`src/rtl/slot_seq_pkg.sv`:
```
package slot_seq_pkg;

  // Lowest bit of field k inside the used (upper) part of the word.
  // Field 0 is the most significant one.
  function automatic int slot_lsb(input int used_w, input int op_w, input int k);
    return used_w - op_w * (k + 1);
  endfunction

endpackage

```
`src/rtl/slot_onehot_ring.sv`:
```
module slot_onehot_ring #(
  parameter int SLOTS = 3
) (
  input  logic             clk,
  input  logic             rst,
  input  logic             load,
  input  logic             step,
  input  logic             clear,
  output logic [SLOTS-1:0] sel_d,
  output logic             last_q
);

  logic [SLOTS-1:0] sel_q;

  always_comb begin
    sel_d = sel_q;
    if (load)
      sel_d = {{(SLOTS-1){1'b0}}, 1'b1};
    else if (clear)
      sel_d = '0;
    else if (step)
      sel_d = sel_q << 1;
  end

  always_ff @(posedge clk) begin
    if (rst) sel_q <= '0;
    else     sel_q <= sel_d;
  end

  assign last_q = sel_q[SLOTS-1];

endmodule

```
`src/rtl/slot_field_pick.sv`:
```
module slot_field_pick #(
  parameter int USED_W = 15,
  parameter int OP_W   = 5,
  parameter int SLOTS  = 3
) (
  input  logic [USED_W-1:0] word,
  input  logic [SLOTS-1:0]  sel,
  output logic [OP_W-1:0]   op
);

  logic [OP_W-1:0] gated [SLOTS];

  for (genvar k = 0; k < SLOTS; k++) begin : g_field
    localparam int LSB = slot_seq_pkg::slot_lsb(USED_W, OP_W, k);
    assign gated[k] = word[LSB +: OP_W] & {OP_W{sel[k]}};
  end

  always_comb begin
    op = '0;
    for (int k = 0; k < SLOTS; k++)
      op = op | gated[k];
  end

endmodule

```
`src/rtl/slot_seq.sv`:
```
module slot_seq #(
  parameter int WORD_W = 18,
  parameter int OP_W   = 5,
  parameter int SLOTS  = 3
) (
  input  logic              clk,
  input  logic              rst,
  input  logic              rdy_i,
  input  logic [WORD_W-1:0] word_i,
  output logic [OP_W-1:0]   op_o,
  output logic              op_vld_o,
  output logic              fetch_req_o
);

  localparam int USED_W = SLOTS * OP_W;
  localparam int SPARE_W = WORD_W - USED_W;

  logic [USED_W-1:0] word_q, word_d;
  logic [OP_W-1:0]   op_q, op_d;
  logic              vld_q, req_q;
  logic [SLOTS-1:0]  sel_d;
  logic              last_q, load, ends, step;

  // Spare low bits carry no opcode.
  if (SPARE_W > 0) begin : g_spare
    logic unused_spare;
    assign unused_spare = ^word_i[SPARE_W-1:0];
  end

  assign load   = req_q & rdy_i;
  // A word ends after its last slot or after a control/memory opcode (MSB clear).
  assign ends   = vld_q & (last_q | ~op_q[OP_W-1]);
  assign step   = vld_q & ~ends;
  assign word_d = load ? word_i[WORD_W-1 -: USED_W] : word_q;

  slot_onehot_ring #(.SLOTS(SLOTS)) ring_i (
    .clk    (clk),
    .rst    (rst),
    .load   (load),
    .step   (step),
    .clear  (ends),
    .sel_d  (sel_d),
    .last_q (last_q)
  );

  slot_field_pick #(.USED_W(USED_W), .OP_W(OP_W), .SLOTS(SLOTS)) pick_i (
    .word (word_d),
    .sel  (sel_d),
    .op   (op_d)
  );

  always_ff @(posedge clk) begin
    if (rst) begin
      word_q <= '0;
      op_q   <= '0;
      vld_q  <= 1'b0;
      req_q  <= 1'b1;
    end else begin
      word_q <= word_d;
      op_q   <= op_d;
      vld_q  <= |sel_d;
      if (load)      req_q <= 1'b0;
      else if (ends) req_q <= 1'b1;
    end
  end

  assign op_o        = op_q;
  assign op_vld_o    = vld_q;
  assign fetch_req_o = req_q;

endmodule

```
`config.mk`:
```
export PLATFORM = sky130hd
export DESIGN_NAME = slot_seq
export DESIGN_NICKNAME = d
export VERILOG_FILES = /design/src/rtl/slot_seq_pkg.sv /design/src/rtl/slot_onehot_ring.sv /design/src/rtl/slot_field_pick.sv /design/src/rtl/slot_seq.sv
export SDC_FILE = /design/constraint.sdc
export NUM_CORES = 1
export LEC_CHECK = 0
export BUFFER_PORTS_ARGS = -buffer_cell sky130_fd_sc_hd__buf_4
export CAP_MARGIN = 20
export CORE_MARGIN = 3
export CORE_UTILIZATION = 47
export CTS_BUF_LIST = sky130_fd_sc_hd__clkbuf_16
export DETAILED_ROUTE_END_ITERATION = 10
export GPL_ROUTABILITY_DRIVEN = 1
export PLACE_DENSITY = 0.74
export SYNTH_ARGS = -nofsm -noshare
export SYNTH_HDL_FRONTEND = slang
export SYNTH_HIERARCHICAL = 1
export SYNTH_SLANG_ARGS = --single-unit
```
`constraint.sdc`:
```
create_clock -name clk -period 1.5 [get_ports clk]
set_input_delay 0.075 -clock clk [delete_from_list [all_inputs] [get_ports clk]]
set_output_delay 0.075 -clock clk [all_outputs]
set_load 0.01 [all_outputs]
```
# Word-level counts from Yosys, hierarchy flattened
# Index checks and enable logic that the tools add are counted.
[word_totals] input_bits=21 wordCells=24 regBits=25 output_inout_bits=7
[op_classes] reduce_logical=2 n_mux=6 bitwise=11
[ops] operator="bitwise AND 5 bit" n=3
[ops] operator="two-way mux 15 bit" n=1
[ops] operator="bitwise OR 5 bit" n=2
[ops] operator="two-way mux 3 bit" n=3
[ops] operator="bitwise AND 1 bit" n=3
[ops] operator="OR reduction 3 bit" n=1
[ops] operator="two-way mux 1 bit" n=2
[ops] operator="inverter 1 bit" n=2
[ops] operator="nonzero test 2 bit" n=1
[ops] operator="bitwise OR 1 bit" n=1

# Depth between registers and ports, before layout
# Gate-level depths: netlist (run 1).
[depth] word_depth=11 depth_mapped=8 ltp_nobuf=7

# Cells and area by module
# The synthesis (run 1) kept the hierarchy.
[modules_own_cells] mod="slot_seq" cells_each=106 area_each_um2=1014.7 seq_area_each_um2=440.4 n_inst=1
[modules_own_cells] mod="slot_onehot_ring" cells_each=13 area_each_um2=127.6 seq_area_each_um2=60.1 n_inst=1
[modules_own_cells] mod="slot_field_pick" cells_each=10 area_each_um2=68.8 seq_area_each_um2=0.0 n_inst=1

# Worst setup path after synthesis (run 1)
# OpenSTA, ideal clock, no wires.
[synth_timing] kind="register to register" from="register req_q (netlist: fetch_req_o)" to="register op_q[3] (netlist: op_o[3])" synth_period_minus_slack_ns=1.600 arrival_ns=1.535 required_ns=1.435 setup_time_ns=0.065 path_buffers=2 slack_ns=-0.100 stages_incl_launch_ff=8 path_cell_list="dfxtp_1 -> buf_6 -> buf_2 -> and2_1 -> nor3_1 -> a222oi_1 -> inv_1 -> nor2b_1"
[synth_between] elab_cells_between_ends=8 classes_between="2 x mux; 6 x bitwise"
[synth_rtl] element="start: declaration" line_no="slot_seq.sv:20" rtl="logic vld_q, req_q;"
[synth_rtl] element="start signal: assignment" line_no="slot_seq.sv:57" rtl="req_q <= 1'b1;"
[synth_rtl] element="start signal: assignment" line_no="slot_seq.sv:62" rtl="if (load) req_q <= 1'b0;"
[synth_rtl] element="start signal: assignment" line_no="slot_seq.sv:63" rtl="else if (ends) req_q <= 1'b1;"
[synth_rtl] element="bitwise AND 1 bit" line_no="slot_seq.sv:30" rtl="assign load = req_q & rdy_i;"
[synth_rtl] element="named net load" line_no="slot_seq.sv:22" rtl="logic last_q, load, ends, step;"
[synth_rtl] element="two-way mux 3 bit" line_no="slot_onehot_ring.sv:17" rtl="if (load)"
[synth_rtl] element="named net sel_d[2]" line_no="slot_seq.sv:21" rtl="logic [SLOTS-1:0] sel_d;"
[synth_rtl] element="bitwise AND 5 bit" line_no="slot_field_pick.sv:15" rtl="assign gated[k] = word[LSB +: OP_W] & {OP_W{sel[k]}};"
[synth_rtl] element="bitwise OR 5 bit" line_no="slot_field_pick.sv:21" rtl="op = op | gated[k];"
[synth_rtl] element="named net op_d[3]" line_no="slot_seq.sv:19" rtl="logic [OP_W-1:0] op_q, op_d;"
[synth_rtl] element="end signal: assignment" line_no="slot_seq.sv:60" rtl="op_q <= op_d;"
[synth_rtl] element="end: declaration" line_no="slot_seq.sv:19"
# The timed path passes the listed nets, and every way through them passes these cells.
# A chain may end at the register's enable or synchronous reset.

# Final worst setup path (run 1)
[layout_timing] from="register ring_i.sel_q[2]" to="register op_q[1] (netlist: op_o[1])"
[layout_between] elab_chain_len=10 elab_cells_between_ends=12 classes_between="3 x mux; 9 x bitwise"
[layout_lines] element="start: declaration" line_no="slot_onehot_ring.sv:13" rtl="logic [SLOTS-1:0] sel_q;"
[layout_lines] element="start signal: assignment" line_no="slot_onehot_ring.sv:27" rtl="else sel_q <= sel_d;"
[layout_lines] element="bitwise OR 1 bit" line_no="slot_seq.sv:32" rtl="assign ends = vld_q & (last_q | ~op_q[OP_W-1]);"
[layout_lines] element="bitwise AND 1 bit" line_no="slot_seq.sv:32"
[layout_lines] element="inverter 1 bit" line_no="slot_seq.sv:33" rtl="assign step = vld_q & ~ends;"
[layout_lines] element="bitwise AND 1 bit" line_no="slot_seq.sv:33"
[layout_lines] element="named net step" line_no="slot_seq.sv:22"
[layout_lines] element="two-way mux 3 bit" line_no="slot_onehot_ring.sv:21" rtl="else if (step)"
[layout_lines] element="two-way mux 3 bit" line_no="slot_onehot_ring.sv:19" rtl="else if (clear)"
[layout_lines] element="two-way mux 3 bit" line_no="slot_onehot_ring.sv:17"
[layout_lines] element="named net sel_d[1]" line_no="slot_seq.sv:21"
[layout_lines] element="bitwise AND 5 bit" line_no="slot_field_pick.sv:15"
[layout_lines] element="bitwise OR 5 bit (2 in a row)" line_no="slot_field_pick.sv:21"
[layout_lines] element="named net op_d[1]" line_no="slot_seq.sv:19"
# The timed path passes the listed nets, and every way through them passes these cells.

==> results of run 1 <==
-- worst register-to-register path, stage by stage, from the launching register on --
cell      delay [ns]
dfxtp_2         0.32
nand2b_4        0.15
nor2_4          0.15
mux2i_4         0.30
nor3_4          0.09
a222oi_1        0.33
inv_1           0.07
nor2b_1         0.13
-- flip-flops by register name, indices dropped and copies added, names as in the netlist --
name,cells
word_q,15
op_o,5
ring_i/sel_q,3
fetch_req_o,1
op_vld_o,1
-- cell families (layout without fill, tap and decap cells) --
logic type | Yosys count | after routing | synth area share [%]
AND/OR/NAND/NOR | 48 | 48 | 19.4
AO/OA/AOI/OAI | 37 | 37 | 28.6
flip-flops | 25 | 25 | 41.3
buffers and inverters | 17 | 71 | 8.99
multiplexers | 2 | 2 | 1.65
-- metrics by stage --
stage	area, um2	hold slack (ns)	util [%]	setup slack [ns]
after floorplan	1240	0.137	-	-0.0106
after global placement	1620	0.379	69.7	-0.116
after detailed placement	1620	0.385	69.7	-0.170
after CTS	1710	0.121	73.9	-0.143
after global routing	1750	0.146	75.7	-0.258
final	1750	0.120	75.7	-0.159
-- cells in the mapped netlist, types with 3 or more instances --
cell type and count:
nor3_1 3, buf_6 5, a222oi_1 5, buf_2 3, nand3_1 15, nand2_1 16, nor2b_1 6, a21bo_1 14
a21oi_2 15, dfxtp_1 25, inv_1 8
-- where the power goes --
group | switching (mW) | internal (mW)
Sequential | 0.0210 | 0.702
Clock | 0.223 | 0.359
Combinational | 0.152 | 0.171
-- worst max-delay path by stage --
| stage | endpoint | startpoint | cells after the start |
|---|---|---|---|
| after global routing | op_o[1] | ring_i/sel_q[2] | 7 |
| after detailed placement | op_o[2] | fetch_req_o | 6 |
| after floorplan | op_o[3] | fetch_req_o | 8 |
| after global placement | op_o[2] | fetch_req_o | 6 |
| after CTS | op_o[1] | ring_i/sel_q[2] | 7 |
| final | op_o[1] | ring_i/sel_q[2] | 7 |
-- per-layer routing --
metal | share of wire, % | track usage [%] | up-vias
li1 | - | - | 564
met1 | 42 | 22.7 | 548
met2 | 54 | 38.1 | 23
met3 | 3.4 | 3.22 | 2
met4 | 0.40 | 4.64 | 0
met5 | 0 | 0 | -
-- cell type report --
class	instances	area (um2)
fill	168	564
sequential	25	505
tap	28	35.0
clock inverter	1	5.00
inverter	8	30.0
multi-input combinational	87	661
clock buffer	3	75.1
timing repair buffer	59	443
-- timing repair --
| item | CTS | global route |
|---|---|---|
| setup buffers | 1 | 2 |
| cloned | 0 | 0 |
| hold buffers | 0 | 0 |
| pin swaps | 0 | 3 |
| gates resized for setup | 3 | 5 |
| endpoints found under the setup margin | 5 | 6 |
==> impl_metrics.env, run 1 <==
export IMPL_status="complete, but fails checks"
export IMPL_violations="setup timing"
export IMPL_hold_violations=0
export IMPL_syn_avg_cell_area_um2=9.39
export IMPL_reg2reg_slack_ns=-0.16
export IMPL_r2r_end="op_o[1]"
export IMPL_dieHeight_um=56.8
export IMPL_drtIter0Drc=42
export IMPL_p_leak_nw=0.825
export IMPL_slew_viol_final=0
export IMPL_hpwl_mm=2.01
export IMPL_final_cells=211
export IMPL_gp_congestion=0.730
export IMPL_synthCells=129
export IMPL_worst_slew_pin_slew_ns=0.355
export IMPL_first_global_vias=1216
export IMPL_critPathLaunchType="register"
export IMPL_synth_cell_area_um2=1210
export IMPL_synth_top_cell_area_share_pct=41.3
export IMPL_synth_seq_cells=25
export IMPL_seq_area_frac_synth_pct=41.3
export IMPL_dr_total_vias=1137
export IMPL_layout_common_cells="buf_4 (59), dfxtp_1 (21), nand3_1 (15), nand2_1 (15), a21oi_2 (15)"
export IMPL_hold_depth=3
export IMPL_nNetsFinal=205
export IMPL_ys_warn_count=6
export IMPL_dieArea_um2=3220
export IMPL_gr_total_overflow=0
export IMPL_cts_clk_slew_worst_paths_ns=0.06
export IMPL_core_area_um2=2320
export IMPL_ant_nets=0
export IMPL_ios=28
export IMPL_placedCellCount=204
export IMPL_grt_usage_pct=19.9
export IMPL_worstPathCellList="nand2b_4 > nor2_4 > mux2i_4 > nor3_4 > a222oi_1 > inv_1 > nor2b_1"
export IMPL_total_power_mw=1.63
export IMPL_cts_tree="done"
export IMPL_clock_path_buffers=2
export IMPL_cellPowerDensity_nw_per_um2=928
export IMPL_finalClockSkew_ns=0.00621
export IMPL_timing_final_crit_share_pct=111
export IMPL_cts_sink_count=25
export IMPL_setup_viol=5
export IMPL_crit_buf_inv=1
export IMPL_critPathMaxStageDelay_ns=0.33
export IMPL_peakVddDrop_uv=837
export IMPL_cts_root_buf="clkbuf_16"
export IMPL_viasPerCell=5.39
export IMPL_ff2ff_path_depth=7
export IMPL_drc=0
export IMPL_maxSlewHeadroom_pct=76.3
export IMPL_worstPathRequired_ns=1.64
export IMPL_drive_gt1_share_pct=50.3
export IMPL_drt_pass1_iterations=4
export IMPL_initial_core_util_pct=52.2
export IMPL_die_x_um=56.8
export IMPL_crit_fanout=6
export IMPL_ys_flop_type="dfxtp_1"
export IMPL_synth_edf_count=0
export IMPL_rows=17
export IMPL_final_common_cell="buf_4"
export IMPL_grt_start_max_net_pins=30
export IMPL_yosysTopAreaCell="dfxtp_1"
export IMPL_criticalPathCategory="reg -> reg"
export IMPL_wl_per_cell_um=14.3
export IMPL_synth_async_reset_ratio_pct=0
export IMPL_cp_top_family="simple AND/OR/NAND/NOR gates"
export IMPL_syn2layout_area_growth_pct=44.8
export IMPL_min_period_ns=1.66
export IMPL_cts_buffers=3
export IMPL_cp_end_kind="register"
export IMPL_maxCapViolCount=0
export IMPL_cts_max_level=1
export IMPL_min_to="word_q[6]"
export IMPL_cp_slowest_cell="a222oi_1"
export IMPL_clk_insertion_delay_late_ns=0.26
export IMPL_r2r_start="ring_i/sel_q[2]"
export IMPL_setup_slack_ns=-0.159
export IMPL_synthTopCellsByArea="dfxtp_1 (41%), a21bo_1 (12%), a21oi_2 (11%)"
export IMPL_synthDistinctLibCells=21
export IMPL_fin_setup_tns_ns=-0.582
export IMPL_antenna_found_initial=0
export IMPL_synth_nets=150
export IMPL_rsz0062_at_grt="yes"
export IMPL_finalWirelength_mm=3.01
export IMPL_antenna_cells=0
export IMPL_hp_class="in -> reg"
export IMPL_fmaxAchievable_ghz=0.603
export IMPL_io_buffers=24
export IMPL_cp_arrival_ns=1.80
export IMPL_grt_pass1_wl_mm=5.21
export IMPL_hold_path_startpoint="word_i[9]"
Power figures use the tool's default switching activity.
==> inputs of run 2 (changes only) <==
--- a/config.mk
+++ b/config.mk
@@ -8,11 +8,12 @@
 export BUFFER_PORTS_ARGS = -buffer_cell sky130_fd_sc_hd__buf_4
 export CAP_MARGIN = 20
 export CORE_MARGIN = 3
-export CORE_UTILIZATION = 47
+export CORE_UTILIZATION = 52
 export CTS_BUF_LIST = sky130_fd_sc_hd__clkbuf_16
 export DETAILED_ROUTE_END_ITERATION = 10
 export GPL_ROUTABILITY_DRIVEN = 1
-export PLACE_DENSITY = 0.74
+export HOLD_SLACK_MARGIN = 0.06
+export PLACE_DENSITY = 0.77
 export SYNTH_ARGS = -nofsm -noshare
 export SYNTH_HDL_FRONTEND = slang
 export SYNTH_HIERARCHICAL = 1
==> constraint.sdc (replaced) <==
create_clock -name clk -period 1.6 [get_ports clk]
set_input_delay 0.08 -clock clk [delete_from_list [all_inputs] [get_ports clk]]
set_output_delay 0.08 -clock clk [all_outputs]
set_load 0.01 [all_outputs]
==> run 2 against run 1 <==
Net effect:
- the run still ends with setup timing left
- cell count fell by 11%
- non-clock buffer count shrank 23
- cell area is 11% lower
- die area is 8.6% lower
- sequential cell count stayed put
- sequential power shrank 7.3%
- first-iteration DRC count shrank 2.4%
- critical path type unchanged
- highest routed layer unchanged
==> impl_metrics.env, run 2 (synthesis gave the netlist of run 1 again) <==
export IMPL_status="complete, but fails checks"
export IMPL_violations="setup timing"
export IMPL_cellPowerDensity_nw_per_um2=947
export IMPL_ios=28
export IMPL_p_leak_nw=0.729
export IMPL_nNetsFinal=182
export IMPL_peakVddDrop_uv=722
export IMPL_grt_start_max_net_pins=26
export IMPL_criticalPathCategory="reg -> reg"
export IMPL_die_x_um=54.3
export IMPL_rows=16
export IMPL_setup_viol=5
export IMPL_grt_pass1_wl_mm=4.44
export IMPL_crit_fanout=6
export IMPL_rsz0062_at_grt="yes"
export IMPL_maxSlewHeadroom_pct=71.0
export IMPL_gr_total_overflow=0
export IMPL_initial_core_util_pct=58.2
export IMPL_ff2ff_path_depth=7
export IMPL_r2r_end="op_o[3]"
export IMPL_critPathLaunchType="register"
export IMPL_clock_path_buffers=2
export IMPL_viasPerCell=5.56
export IMPL_slew_viol_final=0
export IMPL_cts_clk_slew_worst_paths_ns=0.06
export IMPL_antenna_cells=0
export IMPL_drive_gt1_share_pct=41.3
export IMPL_cts_root_buf="clkbuf_16"
export IMPL_clk_insertion_delay_late_ns=0.25
export IMPL_gp_congestion=0.803
export IMPL_syn2layout_area_growth_pct=29.0
export IMPL_hold_violations=0
export IMPL_worstPathRequired_ns=1.74
export IMPL_grt_usage_pct=21.0
export IMPL_timing_final_crit_share_pct=105
export IMPL_dieArea_um2=2940
export IMPL_min_period_ns=1.69
export IMPL_hp_class="in -> reg"
export IMPL_largest_reg_flops=15
export IMPL_regArea_um2=503
export IMPL_multi_input_area_um2=647
export IMPL_cts_buffers=3
export IMPL_cts_max_level=1
export IMPL_setup_slack_ns=-0.0858
export IMPL_core_area_um2=2080
export IMPL_wl_per_cell_um=14.8
export IMPL_worst_slew_pin_slew_ns=0.432
export IMPL_layout_common_cells="buf_4 (36), dfxtp_1 (23), nand3_1 (15), nand2_1 (15), a21oi_2 (15)"
export IMPL_cts_sink_count=25
export IMPL_min_to="word_q[14]"
export IMPL_fill_cells=165
export IMPL_hold_path_startpoint="word_i[17]"
export IMPL_fmaxAchievable_ghz=0.593
export IMPL_regMostFlops="word_q"
export IMPL_dr_total_vias=1040
export IMPL_hold_depth=3
export IMPL_antenna_found_initial=0
export IMPL_ant_nets=0
export IMPL_io_buffers=24
export IMPL_maxCapViolCount=0
export IMPL_first_global_vias=1027
export IMPL_r2r_start="ring_i/sel_q[2]"
export IMPL_total_power_mw=1.48
export IMPL_reg2reg_slack_ns=-0.09
export IMPL_hpwl_mm=1.82
export IMPL_finalClockSkew_ns=0.00162
export IMPL_cp_arrival_ns=1.82
export IMPL_final_common_cell="buf_4"
export IMPL_drc=0
export IMPL_cp_end_kind="register"
export IMPL_drt_pass1_iterations=4
export IMPL_drtIter0Drc=41
export IMPL_cts_tree="done"
export IMPL_place_ws_ns=-0.190
export IMPL_finalWirelength_mm=2.76
export IMPL_dieHeight_um=54.3
[run 2: repair_timing]
action | CTS | global route
buffers inserted | 1 | 2
pin swaps | 4 | 6
hold buffers | 0 | 0
gates resized for setup | 11 | 2
setup endpoints to repair | 5 | 5
[run 2: worst max-delay path: stages (launching register included)]
cell and delay [ns]:
dfxtp_2 0.33, nand2b_4 0.14, nor2_4 0.14, mux2i_2 0.31, nor3_2 0.13, a222oi_1 0.34
inv_1 0.06, nor2b_1 0.13
[run 2: cell type report]
| type | instances | area share, % |
|---|---|---|
| multi-input cells | 87 | 41.4 |
| flip-flops and latches | 25 | 32.2 |
| repair buffers | 36 | 17.3 |
| clock buffers | 3 | 4.80 |
| well taps | 27 | 2.16 |
| inverters | 8 | 1.92 |
| clock inverters | 1 | 0.240 |
[run 2: how the worst max path moves through the flow]
stage | slack, ns | startpoint | to
6_report | -0.09 | ring_i/sel_q[2] | op_o[3]
3_5_place_dp | -0.19 | ring_i/sel_q[2] | op_o[2]
3_3_place_gp | -0.11 | ring_i/sel_q[2] | op_o[0]
2_1_floorplan | 0.00004 | fetch_req_o | op_o[3]
5_1_grt | -0.20 | ring_i/sel_q[2] | op_o[3]
4_1_cts | -0.05 | ring_i/sel_q[2] | op_o[3]
[run 2: report_power, final]
part	internal (mW)	switching [mW]	leakage [nW]	total [mW]
combinational	0.129	0.139	0.481	0.268
sequential	0.657	0.0127	0.206	0.670
clock	0.334	0.209	0.0423	0.543
[run 2: per-stage QoR]
stage | instances | hold slack [ns] | area, um2 | setup TNS [ns] | util, %
detailed placement | 182 | 0.389 | 1430 | -0.710 | 68.6
global placement | 182 | 0.386 | 1430 | -0.455 | 68.6
global route | 187 | 0.132 | 1560 | -0.718 | 75.1
finish | 187 | 0.123 | 1560 | -0.176 | 75.1
floorplan | 129 | 0.142 | 1210 | 0 | -
CTS | 185 | 0.121 | 1540 | -0.0939 | 74.0
[run 2: per-layer routing]
metal  wire, um  part of all wire, %  global-route usage, %  up-vias
met5          0                    0                      0        -
met4         55                  2.0                   10.4        0
met2       1340                   49                   36.1       35
met3        148                  5.4                   4.09        8
met1       1210                   44                   24.7      485
li1           -                    -                      -      512
